**config.mk**
```make
export PLATFORM = sky130hd
export DESIGN_NAME = fpm_seq
export DESIGN_NICKNAME = d
export VERILOG_FILES = /design/src/rtl/fpm_pkg.sv /design/src/rtl/fpm_countdown.sv /design/src/rtl/fpm_ras_budget.sv /design/src/rtl/fpm_seq.sv
export SDC_FILE = /design/constraint.sdc
export NUM_CORES = 1
export LEC_CHECK = 0
export ABC_AREA = 1
export ABC_CLOCK_PERIOD_IN_PS = 6600
export BUFFER_PORTS_ARGS = -buffer_cell sky130_fd_sc_hd__buf_2
export CORE_MARGIN = 5
export CORE_UTILIZATION = 40
export DETAILED_ROUTE_END_ITERATION = 6
export PLACE_DENSITY = 0.7
export SYNTH_ARGS = -nofsm -noshare
export SYNTH_HDL_FRONTEND = slang
export SYNTH_SLANG_ARGS = --single-unit
```
**constraint.sdc**
```tcl
create_clock -name clk -period 6.6 [get_ports clk]
set_clock_uncertainty 0.2 [all_clocks]
set_input_delay 0.33 -clock clk [delete_from_list [all_inputs] [get_ports clk]]
set_output_delay 0.33 -clock clk [all_outputs]
set_load 0.01 [all_outputs]
```
**src/rtl/fpm_pkg.sv**
```systemverilog
package fpm_pkg;
  typedef enum logic [2:0] {
    ST_IDLE,
    ST_ACT,
    ST_CAS,
    ST_OPEN,
    ST_PRE
  } fpm_state_t;
endpackage

```
**src/rtl/fpm_countdown.sv**
```systemverilog
module fpm_countdown #(
  parameter int W = 4
) (
  input  logic         clk,
  input  logic         rst_n,
  input  logic         load,
  input  logic [W-1:0] val,
  output logic         last
);
  logic [W-1:0] cnt;

  always_ff @(posedge clk) begin
    if (!rst_n)           cnt <= '0;
    else if (load)        cnt <= val;
    else if (cnt != '0)   cnt <= cnt - 1'b1;
  end

  assign last = (cnt == W'(1));
endmodule

```
**src/rtl/fpm_ras_budget.sv**
```systemverilog
module fpm_ras_budget #(
  parameter int RAS_MAX = 20000,
  parameter int CAS_LAT = 2
) (
  input  logic clk,
  input  logic rst_n,
  input  logic ras_low,
  output logic fits
);
  localparam int CW = $clog2(RAS_MAX + 1);
  logic [CW-1:0] cnt;

  // cnt holds the number of earlier cycles of the current low period
  always_ff @(posedge clk) begin
    if (!rst_n || !ras_low) cnt <= '0;
    else                    cnt <= cnt + 1'b1;
  end

  // this cycle + one more strobe + the following open cycle
  assign fits = (int'(cnt) + CAS_LAT + 2) <= RAS_MAX;
endmodule

```
**src/rtl/fpm_seq.sv**
```systemverilog
module fpm_seq
  import fpm_pkg::*;
#(
  parameter int ROW_W     = 8,
  parameter int COL_W     = 8,
  parameter int DATA_W    = 8,
  parameter int FIRST_LAT = 4,
  parameter int CAS_LAT   = 2,
  parameter int T_RP      = 3,
  parameter int RAS_MAX   = 20000
) (
  input  logic              clk,
  input  logic              rst_n,
  input  logic              req_valid,
  output logic              req_ready,
  input  logic [ROW_W-1:0]  req_row,
  input  logic [COL_W-1:0]  req_col,
  input  logic              req_wr,
  input  logic [DATA_W-1:0] req_wdata,
  input  logic [DATA_W-1:0] wr_mask,
  output logic              rd_valid,
  output logic [DATA_W-1:0] rd_data,
  output logic [((ROW_W > COL_W) ? ROW_W : COL_W)-1:0] dram_addr,
  output logic              dram_ras_n,
  output logic              dram_cas_n,
  output logic              dram_we_n,
  output logic              dram_oe_n,
  output logic [DATA_W-1:0] dram_dq_out,
  output logic [DATA_W-1:0] dram_bwe,
  input  logic [DATA_W-1:0] dram_dq_in
);
  localparam int AW   = (ROW_W > COL_W) ? ROW_W : COL_W;
  localparam int LMAX = (FIRST_LAT > CAS_LAT) ?
                        ((FIRST_LAT > T_RP) ? FIRST_LAT : T_RP) :
                        ((CAS_LAT > T_RP) ? CAS_LAT : T_RP);
  localparam int LW   = $clog2(LMAX + 1);

  fpm_state_t        st, st_nx;
  logic [ROW_W-1:0]  cur_row;
  logic [COL_W-1:0]  cur_col;
  logic              cur_wr;
  logic [DATA_W-1:0] cur_data;
  logic [DATA_W-1:0] page_mask;
  logic              hit, fits, accept;
  logic              cas_load, cas_last, pre_load, pre_last;
  logic [LW-1:0]     cas_val;
  logic              ras_low;

  assign hit = (req_row == cur_row);

  always_comb begin
    case (st)
      ST_IDLE: req_ready = 1'b1;
      ST_OPEN: req_ready = req_valid && hit && fits;
      default: req_ready = 1'b0;
    endcase
  end
  assign accept = req_valid && req_ready;

  always_comb begin
    st_nx = st;
    case (st)
      ST_IDLE: if (accept) st_nx = ST_ACT;
      ST_ACT:  st_nx = ST_CAS;
      ST_CAS:  if (cas_last) st_nx = ST_OPEN;
      ST_OPEN: st_nx = accept ? ST_CAS : ST_PRE;
      ST_PRE:  if (pre_last) st_nx = ST_IDLE;
      default: st_nx = ST_IDLE;
    endcase
  end

  assign cas_load = (st == ST_ACT) || ((st == ST_OPEN) && accept);
  assign cas_val  = (st == ST_ACT) ? LW'(FIRST_LAT) : LW'(CAS_LAT);
  assign pre_load = (st == ST_OPEN) && !accept;

  fpm_countdown #(.W(LW)) u_cas_cnt (
    .clk(clk), .rst_n(rst_n), .load(cas_load), .val(cas_val), .last(cas_last)
  );

  fpm_countdown #(.W(LW)) u_pre_cnt (
    .clk(clk), .rst_n(rst_n), .load(pre_load), .val(LW'(T_RP)), .last(pre_last)
  );

  assign ras_low = (st == ST_ACT) || (st == ST_CAS) || (st == ST_OPEN);

  fpm_ras_budget #(.RAS_MAX(RAS_MAX), .CAS_LAT(CAS_LAT)) u_budget (
    .clk(clk), .rst_n(rst_n), .ras_low(ras_low), .fits(fits)
  );

  always_ff @(posedge clk) begin
    if (!rst_n) begin
      st        <= ST_IDLE;
      cur_row   <= '0;
      cur_col   <= '0;
      cur_wr    <= 1'b0;
      cur_data  <= '0;
      page_mask <= '0;
      rd_valid  <= 1'b0;
      rd_data   <= '0;
    end else begin
      st       <= st_nx;
      rd_valid <= (st == ST_CAS) && cas_last && !cur_wr;
      if ((st == ST_CAS) && cas_last && !cur_wr) rd_data <= dram_dq_in;
      if (accept) begin
        cur_row  <= req_row;
        cur_col  <= req_col;
        cur_wr   <= req_wr;
        cur_data <= req_wdata;
      end
      // mask is taken on the edge where the row strobe falls
      if (accept && (st == ST_IDLE)) page_mask <= wr_mask;
    end
  end

  assign dram_ras_n  = !ras_low;
  assign dram_cas_n  = (st != ST_CAS);
  assign dram_we_n   = !((st == ST_CAS) && cur_wr);
  assign dram_oe_n   = !((st == ST_CAS) && !cur_wr);
  assign dram_addr   = (st == ST_CAS) ? AW'(cur_col) : AW'(cur_row);
  assign dram_dq_out = cur_data;
  assign dram_bwe    = ((st == ST_CAS) && cur_wr) ? page_mask : '0;
endmodule

```
# Word-level counts from Yosys, hierarchy flattened

Index checks and enable logic that the tools add are counted.

Register bits: 66
Bits of input ports: 44
Word-level logic and storage cells: 70
Output and inout port bits: 38

Equality and inequality tests: 11
$add $sub $neg: 5
Multiplexer cells: 13
Bitwise gates (word level): 1
Magnitude comparators: 1
Reductions and logical operators: 27

Operator list:

| cell                    | count |
|---|---|
| $add A32 B3 Y32 const B | 1 |
| $le A32 B16 Y1 const B  | 1 |
| $mux W3                 | 7 |
| $add A15 B2 Y16 const B | 1 |
| $mux W8                 | 2 |
| $add A15 B1 Y15 const B | 1 |
| $pmux W3 S5             | 1 |
| $logic_and A1 B1 Y1     | 10 |
| $eq A3 B1 Y1 const B    | 3 |
| $eq A8 B8 Y1            | 1 |
| $eq A3 B2 Y1 const B    | 2 |
| $logic_not A1 Y1        | 6 |
| $ne A2 B2 Y1 const B    | 3 |
| $reduce_bool A3 Y1      | 2 |
| $sub A3 B1 Y3 const B   | 2 |
| $logic_or A1 B1 Y1      | 4 |
| $mux W2                 | 2 |
| $reduce_bool A2 Y1      | 2 |
| $eq A3 B3 Y1 const B    | 1 |
| $logic_not A3 Y1        | 1 |
| $ne A3 B2 Y1 const B    | 1 |
| $reduce_and A3 Y1       | 1 |
| $pmux W1 S2             | 1 |
| $reduce_or A2 Y1        | 1 |
| $not A1 Y1              | 1 |

# Depth between registers and ports, before layout

Gate-level depths: netlist (run 1).

Word-level depth: 9
Gate-level depth with buffers: 22
Depth with buffers taken out: 21

# Cells and area by module

A second synthesis (run 1) with hierarchy kept.

Cell total of the unflattened synthesis: 630
Area, all modules: 3962.6 µm²

By module, submodules not included:

| module         | area each (µm²) | times used | cells each |
|---|---|---|---|
| fpm_seq        | 2062.0          | 1          | 305 |
| fpm_ras_budget | 1462.7          | 1          | 253 |
| fpm_countdown  | 219.0           | 2          | 36 |

# Least setup slack after synthesis (run 1)

Ideal clock, no wire load.

Kind: flip-flop to output port
From: register u_budget.cnt[2]
To: output port req_ready
Path buffers: 1
Arrival: 2149 ps
Slack: 3921 ps
Cell stages (with the launch flop): 17
Cell sequence: dfxtp_1 > ha_1 > nand2_1 > nor2_4 > nand2_1 > nand2_1 > nand2_2 > nor2_4 > nand4_2 > nand2_1 > inv_1 > nor2_1 > nand2_1 > nand2_1 > nand2_2 > nand2_4 > buf_2

Longest elaborated chain between the ends: 5

Ends and longest elaborated chain:

| what                     | line                 | source |
|---|---|---|
| start: declaration       | fpm_ras_budget.sv:11 | `logic [CW-1:0] cnt;` |
| start signal: assignment | fpm_ras_budget.sv:16 | `else cnt <= cnt + 1'b1;` |
| $add A15 B2 Y16          | fpm_ras_budget.sv:20 | `assign fits = (int'(cnt) + CAS_LAT + 2) <= RAS_MAX;` |
| $add A32 B3 Y32          | fpm_ras_budget.sv:20 |  |
| $le A32 B16 Y1           | fpm_ras_budget.sv:20 |  |
| $logic_and A1 B1 Y1      | fpm_seq.sv:54        | `ST_OPEN: req_ready = req_valid && hit && fits;` |
| $pmux W1 S2              | fpm_seq.sv:52        | `case (st)` |
| end: declaration         | fpm_seq.sv:15        | `output logic req_ready,` |

Every way passes these cells.

# Worst setup path in the final report (run 1)

Ends and elaborated chain as after synthesis.

==> impl_results.md, run 1 <==
* Syn Nets at 619
* RSZ-0062 raised after global routing: no
* Setup TNS at 0 ps
* Post-synth EDFFs at 0
* Worst slew pin tran at a little under 900 ps
* Layout fillers at between 900 and 1000
* Synth top area share at 35.7%
* Commonest cells in the synthesized netlist: 136 x nand2_1, 112 x nor2_1, 66 x dfxtp_1, 58 x inv_1
* Pre-antenna DRT Iters at 5
* Max-Slew Margin vs Limit at approximately two fifths
* Top_reg_cell synth: dfxtp_1
* Routed WL per cell at 11.6 microns
* Flops & latches, synth at 66
* Async SR Flop Fraction at 0%
* H-Tree Depth at 3
* CP Data Required Time at 6070 ps
* Grt ovf at 0
* IO Port Bufs at 81
* CTS Root Cell: clkbuf_8
* Nets at 696
* Max VDD drop at 0.000151 V
* Antenna violations before repair at 0
* Critical Path End Type: primary output
* Sequential share of the synthesized area at 35.7%
* Synth unique cells at 34
* Die Y at 106 microns
* DIE AREA at 11300 sq um
* Mapped Cells at 565
* Vias at 3693
* Hold Worst Slack at 23.0 ps
* Crit-path max FO at 27
* Critical path arrival at 2990 ps
* Crit path time final at 3520 ps
* Layout Utilization at between 40% and 50%
* Leading area contributor after synthesis: dfxtp_1
* Critical Path Source Type: register
* # diodes at 0
* Mean Syn Cell Area at between 6 and 7 sq um
* Setup violators final at 0
* Die width at 106 microns
* CTS buffer count at 9
* Fmax at 284 MHz
* Area Overhead vs Synth at 17.0%
* # Post-CTS Setup Buffers at 0
* Fraction of layout cells with a size suffix above 1 at between 10% and 20%
* Final GP Congestion at ~0.86
* Fin crit share at a little over half
* Dpl hpwl at 6650 microns
* Largest net degree at the start of global routing at 46
* R2r setup slk at between 3000 and 4000 ps
* Post-Syn Area at ~3700 sq um
* Max_cap viols at 0
* Core ar. at a little over 9000 sq um
* Critical path type: register to primary output
* Via/cell ratio at 4.87
* CTS tree: yes
* Sink Count at 66
* Max Buffers Root-to-Sink at 2
* Starting Density at between 40% and 50%
* Hold_buf cts at 0
* Top-count cell post-synth: nand2_1
* Row cnt at 35
* Num ports at 82
* Drt first-iter violations at 167
* Wire length after detailed routing at 8800 microns
* Antenna Nets Post-Route at 0
* LEAKAGE at 2.07 nW
* Vias in the first global route at 3408
* Top post-synthesis cells by area: dfxtp_1 36%, nand2_1 14%, nor2_1 11%, inv_1 5.9%, nand3b_1 4.9%
* Final Max Slew Viols at 0
* GRT Total Usage at 15.8%
* Number of remaining DRC errors at 0
* Outcome: finished clean
* Hold crit path type: input port to register
* Worst-Skew Late Latency at 330 ps
* Synth warn at 0
* Final Hold Fails at 0
* Pwr dens at 266 nW/um^2
* CTS resizes at 0
* Clock slew at reported path FFs at 70 ps
* First-pass GRT wire length at 15000 microns
[per-layer routing]
metal / up-vias / routed length [microns] / GRT usage (%)
met5: - / 0 / 0
met4: 0 / 118 / 6.20
met3: 11 / 419 / 2.61
met2: 87 / 4010 / 25.7
met1: 1637 / 4260 / 20.8
li1: 1958 / - / -
[flip-flops by register name (all words and copies together), names as in the netlist, 3 cells and up]
| register | flops |
|---|---|
| rd_data | 8 |
| page_mask | 8 |
| cur_row | 8 |
| u_pre_cnt.cnt | 3 |
| u_cas_cnt.cnt | 3 |
| u_budget.cnt | 15 |
| cur_col | 8 |
| dram_dq_out | 8 |
| st | 3 |
[power breakdown]
part           internal [W]  switching (W)
Clock              0.000135       0.000148
Sequential         0.000464      0.0000408
Combinational      0.000136       0.000228
Total              0.000735       0.000416
[worst paths after layout]
check / from / to / cells past startpoint
worst max register to register: st[2] / rd_data[2] / 9
worst min-delay path: dram_dq_in[6] / rd_data[6] / 3
worst max-delay path: u_budget.cnt[2] / req_ready / 16
worst min register to register: page_mask[6] / page_mask[6] / 2
[final cells by class]
cell class | instances | area, sq um | area share (%)
clock buffers | 11 | 131 | 3.03
clock inverters | 5 | 31.3 | 0.722
inverters | 63 | 239 | 5.52
multi-input cells | 421 | 2060 | 47.6
flip-flops and latches | 66 | 1320 | 30.5
well taps | 111 | 139 | 3.21
repair buffers | 81 | 405 | 9.36
[kinds of logic (layout without fill, tap and decap cells)]
kind of cell	after synthesis	after routing	synth area share, %
flops	66	66	35.7
fa+ha+maj	10	10	3.38
xor+xnor	9	9	2.13
compound gates	66	66	9.84
buf+inv	78	160	8.52
simple gates	336	336	40.4
[cell usage in the layout, fill, tap and decap left out, drive strengths merged]
master,synthesis,layout
a21boi,1,1
a21oi,25,25
a221oi,1,1
buf,9,81
clkbuf,6,11
clkinv,2,6
clkinvlp,0,1
dfxtp,66,66
ha,10,10
inv,61,61
nand2,141,141
nand3,29,29
nand3b,24,24
nand4,10,10
nor2,120,120
nor3,9,9
nor4,1,1
o2111a,1,1
o2111ai,2,2
o211ai,3,3
o21ai,29,29
o21bai,1,1
o22ai,3,3
or2,2,2
xnor2,3,3
xor2,6,6
[worst max-delay path: stages (launching register included)]
cell,delay [ps]
dfxtp_1,470
ha_1,290
nand2_1,180
nor2_4,220
nand2_1,70
nand2_1,80
nand2_2,90
nor2_4,190
nand4_2,140
nand2_1,100
inv_1,40
nor2_1,90
nand2_1,60
nand2_1,70
nand2_2,100
nand2_4,270
buf_2,200
[per-stage QoR]
stage	cells	setup slack, ps	power [W]	cell area (sq um)
after global routing	758	2790	0.00124	4330
after global placement	742	3270	0.000867	4170
final	758	3080	0.00115	4330
after CTS	758	3080	0.00116	4330
after floorplan	565	3920	0.000778	3700
after detailed placement	742	3180	0.000878	4170
(Power assumes the default switching activity.)
==> run 2: changes to the inputs <==
Settings changed: ABC_CLOCK_PERIOD_IN_PS 6600 to 3000, PLACE_DENSITY 0.7 to 0.72.
Clock period 6.6 ns to 3 ns, I/O delays scaled along.
==> run 2 against run 1 <==
  * Clock power grew to 3.1 times the previous value
  * Register-to-register slack worse by 3000 ps
  * Design area is 20% higher
  * Sequential share of layout area is 4.8 points lower
==> impl_results.md, run 2 (synthesized netlist as in run 1, its figures left out) <==
* Outcome: finished clean
* Max Buffers Root-to-Sink at 2
* Max VDD drop at 0.000377 V
* Reg-to-Reg Start: u_budget.cnt[1]
* # diodes at 0
* Most frequent cells in the layout: 129 x nand2_1, 106 x nor2_1, 80 x buf_2
* Internal power at 0.00197 W
* Starting Density at about two fifths
* Hold crit path type: input port to register
* CTS Root Cell: clkbuf_8
* Placed instance count at 748
* Critical path arrival at 2530 ps
* P_sw at 0.00102 W
* CP Data Required Time at approximately 2700 ps
* Worst reg2reg path depth at 23
* Routed WL per cell at about 13 microns
* Max FFs per register at 15
* Wire length after detailed routing at 10600 microns
* Beginning of the worst hold path: req_valid
* Die width at 106 microns
* Num ports at 82
* Critical path type: register to primary output
* Clock slew at reported path FFs at 80 ps
* Sequential power share at a little under two fifths
* Final Hold Fails at 0
* Number of remaining DRC errors at 0
* Antenna Nets Post-Route at 0
* Grt ovf at 0
* GRT Total Usage at 18.5%
* Fmax at 347 MHz
* Sink Count at 66
* DIE AREA at 11300 sq um
* Most common cell after layout, fill and taps aside: nand2_1
* Max_cap viols at 0
* CTS buffer count at 9
* Fin crit share at 96.2%
* R2r setup slk at 200 ps
* Final design instance area without fill at roughly 5200 sq um
* Post-DP Area at around 4200 sq um
* Die Y at between 100 and 150 microns
* CTS tree: yes
* Worst Hold Path EP: u_pre_cnt.cnt[2]
* Largest net degree at the start of global routing at between 40 and 50
* Antenna violations before repair at 0
* Crit path time final at around 2900 ps
* Pre-antenna DRT Iters at 5
* Vias at 4090
* Final Non-Filler Cells at 825
* Max-Slew Margin vs Limit at roughly two thirds
* Drt first-iter violations at 238
* Combinational fraction of design power at 33.2%
* Via/cell ratio at ~5.0
* FF-to-FF End: cur_col[2]
* Most flops, register: u_budget.cnt
* Vias in the first global route at about 3900
* Critical Path Source Type: register
* Worst-Skew Late Latency at 350 ps
* Worst slew pin tran at 500 ps
* Final Max Slew Viols at 0
* Area Overhead vs Synth at 40.1%
* Fraction of layout cells with a size suffix above 1 at between 20% and 30%
* Dpl hpwl at 6790 microns
* IO Port Bufs at between 80 and 90
* Row cnt at 35
* Crit-path max FO at 5
* Hold depth at 4
* Core ar. at 9110 sq um
* Sw Share at 34.2%
* Setup violators final at 0
* LEAKAGE at 2.44 nW
* First-pass GRT wire length at 17200 microns
* Clock power share at 29.7%
* Nets at ~760
* Hold Worst Slack at 202 ps
* Pwr dens at 576 nW/um^2
* Final GP Congestion at 0.827
* Critical Path End Type: primary output
* Setup TNS at 0 ps
* H-Tree Depth at 3
-- run 2: changes by cell type in the layout (fill, tap and decap cells not counted), sizes merged --
| cell | delta |
|---|---|
| dlygate4sd3 | +42 |
| buf | +25 |
| clkinv | -3 |
| bufinv | +2 |
| inv | +1 |
-- run 2: how the worst max path moves through the flow --
stage / start / to / slack [ps] / cells past startpoint
final: u_budget.cnt[1] / req_ready / 120 / 16
after floorplan: u_budget.cnt[2] / dram_dq_out[1] / 360 / 19
after detailed placement: u_budget.cnt[1] / cur_row[6] / 40 / 19
after global placement: u_budget.cnt[1] / dram_dq_out[6] / 180 / 19
after global routing: u_budget.cnt[1] / req_ready / -50 / 16
after CTS: u_budget.cnt[2] / req_ready / 4 / 16
-- run 2: final cells by class --
type,count,area [sq um]
inverter,63,249
multi-input combinational,421,2170
sequential,66,1340
tap,111,139
clock inverter,5,85.1
fill,803,3920
timing repair buffer,148,1050
clock buffer,11,151
-- run 2: power groups by stage --
stage	Clock (W)	Sequential, W	Combinational, W
after CTS	0.000902	0.00111	0.000970
after global routing	0.000941	0.00113	0.00110
after global placement	0	0.00113	0.000818
after detailed placement	0	0.00113	0.000851
final	0.000887	0.00111	0.000991
after floorplan	0	0.00112	0.000590
-- run 2: timing repair --
action / CTS / global route
hold endpoints to repair: 42 / 0
buffers inserted: 13 / 5
hold buffers: 42 / 0
gates cloned: 1 / 0
endpoints found under the setup margin: 3 / 30
resized for setup: 10 / 31
pin swaps: 10 / 12
-- run 2: routing by layer --
metal | vias to the layer above | routed length [microns] | track usage, %
met5 | - | 0 | 0
met4 | 0 | 277 | 8.05
met3 | 31 | 585 | 4.74
met2 | 139 | 5350 | 32.4
met1 | 1830 | 4370 | 21.2
li1 | 2090 | - | -
-- run 2: stage by stage --
stage | total power [W] | setup WS, ps | util, %
3_3_place_gp | 0.00194 | 185 | 46.4
6_report | 0.00299 | 115 | 56.9
5_1_grt | 0.00317 | -53.4 | 56.9
3_5_place_dp | 0.00198 | 36.8 | 46.4
4_1_cts | 0.00298 | 4.02 | 55.3
2_1_floorplan | 0.00171 | 356 | -
-- run 2: worst max-delay path: stages, from the launching register on --
cell and delay (ps):
dfxtp_4 410, inv_6 40, ha_4 240, nor2_4 90
nand4_1 150, nor2_2 180, nand2_2 110, nor2_4 120
nand4_2 130, nor2_1 120, nor2_1 40, nor2_1 90
nand2_1 70, nand2_2 90, nand2_4 60, buf_12 120
buf_6 110
==> run 3: changes to the inputs <==
Settings changed: CORE_UTILIZATION 40 to 49, PLACE_DENSITY 0.72 to 0.84.
==> run 3 against run 2 <==
  * Critical path depth did not move
  * Core utilization rose by 13 points
  * Cell count fell by 2.2%
  * First-iteration DRC count rose by 29%
  * Die area fell by 17%
  * Clock power fell by 16%
  * Non-clock buffer count fell by 4
==> impl_results.md, run 3 (synthesized netlist as in run 1, its figures left out) <==
* Reg-to-Reg Start: u_budget.cnt[2]
* Number of remaining DRC errors at 0
* Met1 WL at 4580 microns
* Setup TNS at 0 ps
* Most flops, register: u_budget.cnt
* Final Hold Fails at 0
* CTS tree: yes
* Wire length after detailed routing at 11800 microns
* Core ar. at 7290 sq um
* Starting Density at 50.7%
* Num ports at 82
* Hold Worst Slack at approximately 230 ps
* Most common cell after layout, fill and taps aside: nand2_1
* CP Data Required Time at ~2700 ps
* Die width at 96.9 microns
* R2r setup slk at about 100 ps
* Die Y at ~97 microns
* Final Non-Filler Cells at ~810
* Worst reg2reg path depth at 19
* # diodes at 0
* Total power at 0.00284 W
* CTS buffer count at 9
* IO Port Bufs at 81
* Fin crit share at 96.6%
* Setup violators final at 0
* Max Buffers Root-to-Sink at 2
* Vias at 4369
* Routed WL per cell at about 15 microns
* Max VDD drop at 0.000377 V
* Outcome: finished clean
* GRT Total Usage at about a quarter
* Antenna violations before repair at 0
* Layout Utilization at 70.0%
* Fmax at 345 MHz
* Worst Hold Path EP: u_pre_cnt.cnt[2]
* Crit-path max FO at 5
* Fraction of layout cells with a size suffix above 1 at 23.3%
* Largest net degree at the start of global routing at 45
* Beginning of the worst hold path: req_valid
* Hold crit path type: input port to register
* Worst slew pin tran at 521 ps
* DIE AREA at approximately 9400 sq um
* Critical path type: register to primary output
* Vias in the first global route at 4264
* Metal2 WL at 5900 microns
* Placed instance count at 738
* Row cnt at 31
* Hold depth at 4
* Critical Path End Type: primary output
* Max layer used: met4
* CTS Root Cell: clkbuf_8
* H-Tree Depth at 3
* Crit path from: u_budget.cnt[2]
* Max_cap viols at 0
* Final Max Slew Viols at 0
* Final GP Congestion at 0.940
* Crit path time final at 2900 ps
* Critical Path Source Type: register
* First-pass GRT wire length at 19100 microns
* Critical path arrival at 2550 ps
* Drt first-iter violations at 307
* Antenna Nets Post-Route at 0
* Pwr dens at 556 nW/um^2
* Nets at 759
* FF-to-FF End: cur_row[7]
* Grt ovf at 0
* WL met3 at 838 microns
* Clock slew at reported path FFs at 70 ps
* Dpl hpwl at 6890 microns
* Sink Count at between 60 and 70
* Area Overhead vs Synth at 37.9%
* Max-Slew Margin vs Limit at about 65%
* LEAKAGE at 2.39 nW
* Most frequent cells in the layout: 128 x nand2_1, 103 x nor2_1, 80 x buf_2
* Worst-Skew Late Latency at 340 ps
* Pre-antenna DRT Iters at 6
* Max FFs per register at 15
* Via/cell ratio at 5.41
## run 3: cell types whose count changed in the layout (fill, tap and decap cells not counted), sizes merged
| cell | change |
|---|---|
| inv | -1 |
| buf | -4 |
| clkbuf | +1 |
| bufinv | -1 |
| clkinv | -1 |
## run 3: power by group
part / internal [W] / switching (W)
Sequential: 0.00102 / 0.0000981
Clock: 0.000420 / 0.000320
Combinational: 0.000399 / 0.000578
Total: 0.00184 / 0.000996
## run 3: final cells by class
| class | instances | area (sq um) |
|---|---|---|
| Sequential cell | 66 | 1330 |
| Tap cell | 99 | 124 |
| Inverter | 63 | 244 |
| Fill cell | 550 | 2190 |
| Multi-Input combinational cell | 421 | 2200 |
| Clock buffer | 12 | 155 |
| Timing Repair Buffer | 144 | 1010 |
| Clock inverter | 2 | 37.5 |
## run 3: worst max-delay path by stage
stage	to	slack, ps	cells past startpoint
detailed placement	cur_col[6]	110	19
global placement	dram_dq_out[7]	230	19
global route	cur_col[5]	-60	21
finish	req_ready	100	16
CTS	req_ready	40	16
floorplan	dram_dq_out[1]	360	19
## run 3: per-stage QoR
step | instance area (sq um) | setup WS, ps
detailed placement | 4230 | 112
finish | 5100 | 102
CTS | 4920 | 41.0
global route | 5100 | -58.0
global placement | 4230 | 233
floorplan | 3700 | 356
## run 3: worst max-delay path, cell delays in order, from the launching register on
cell and delay, ps:
dfxtp_4 380, buf_6 140, ha_4 200, nor2_2 120, nand4_1 130, nor2_2 160, nand2_2 100, nor2_4 130
nand2_1 70, a21oi_1 130, nand3_1 110, nand2_1 80, nand2_1 60, nand2_2 100, nand2_4 60, buf_12 120
buf_6 110
## run 3: layer usage
| metal | GRT usage (%) | vias up |
|---|---|---|
| met5 | 0 | - |
| met3 | 4.96 | 54 |
| met1 | 26.3 | 1996 |
| met4 | 12.0 | 0 |
| li1 | - | 2083 |
| met2 | 43.4 | 236 |
## run 3: what timing repair did
action,4_1_cts,5_1_grt
setup endpoints to repair,1,29
hold endpoints to repair,44,0
gates resized for setup,10,38
pin swaps,10,19
buffers inserted,7,6
hold buffers,42,0
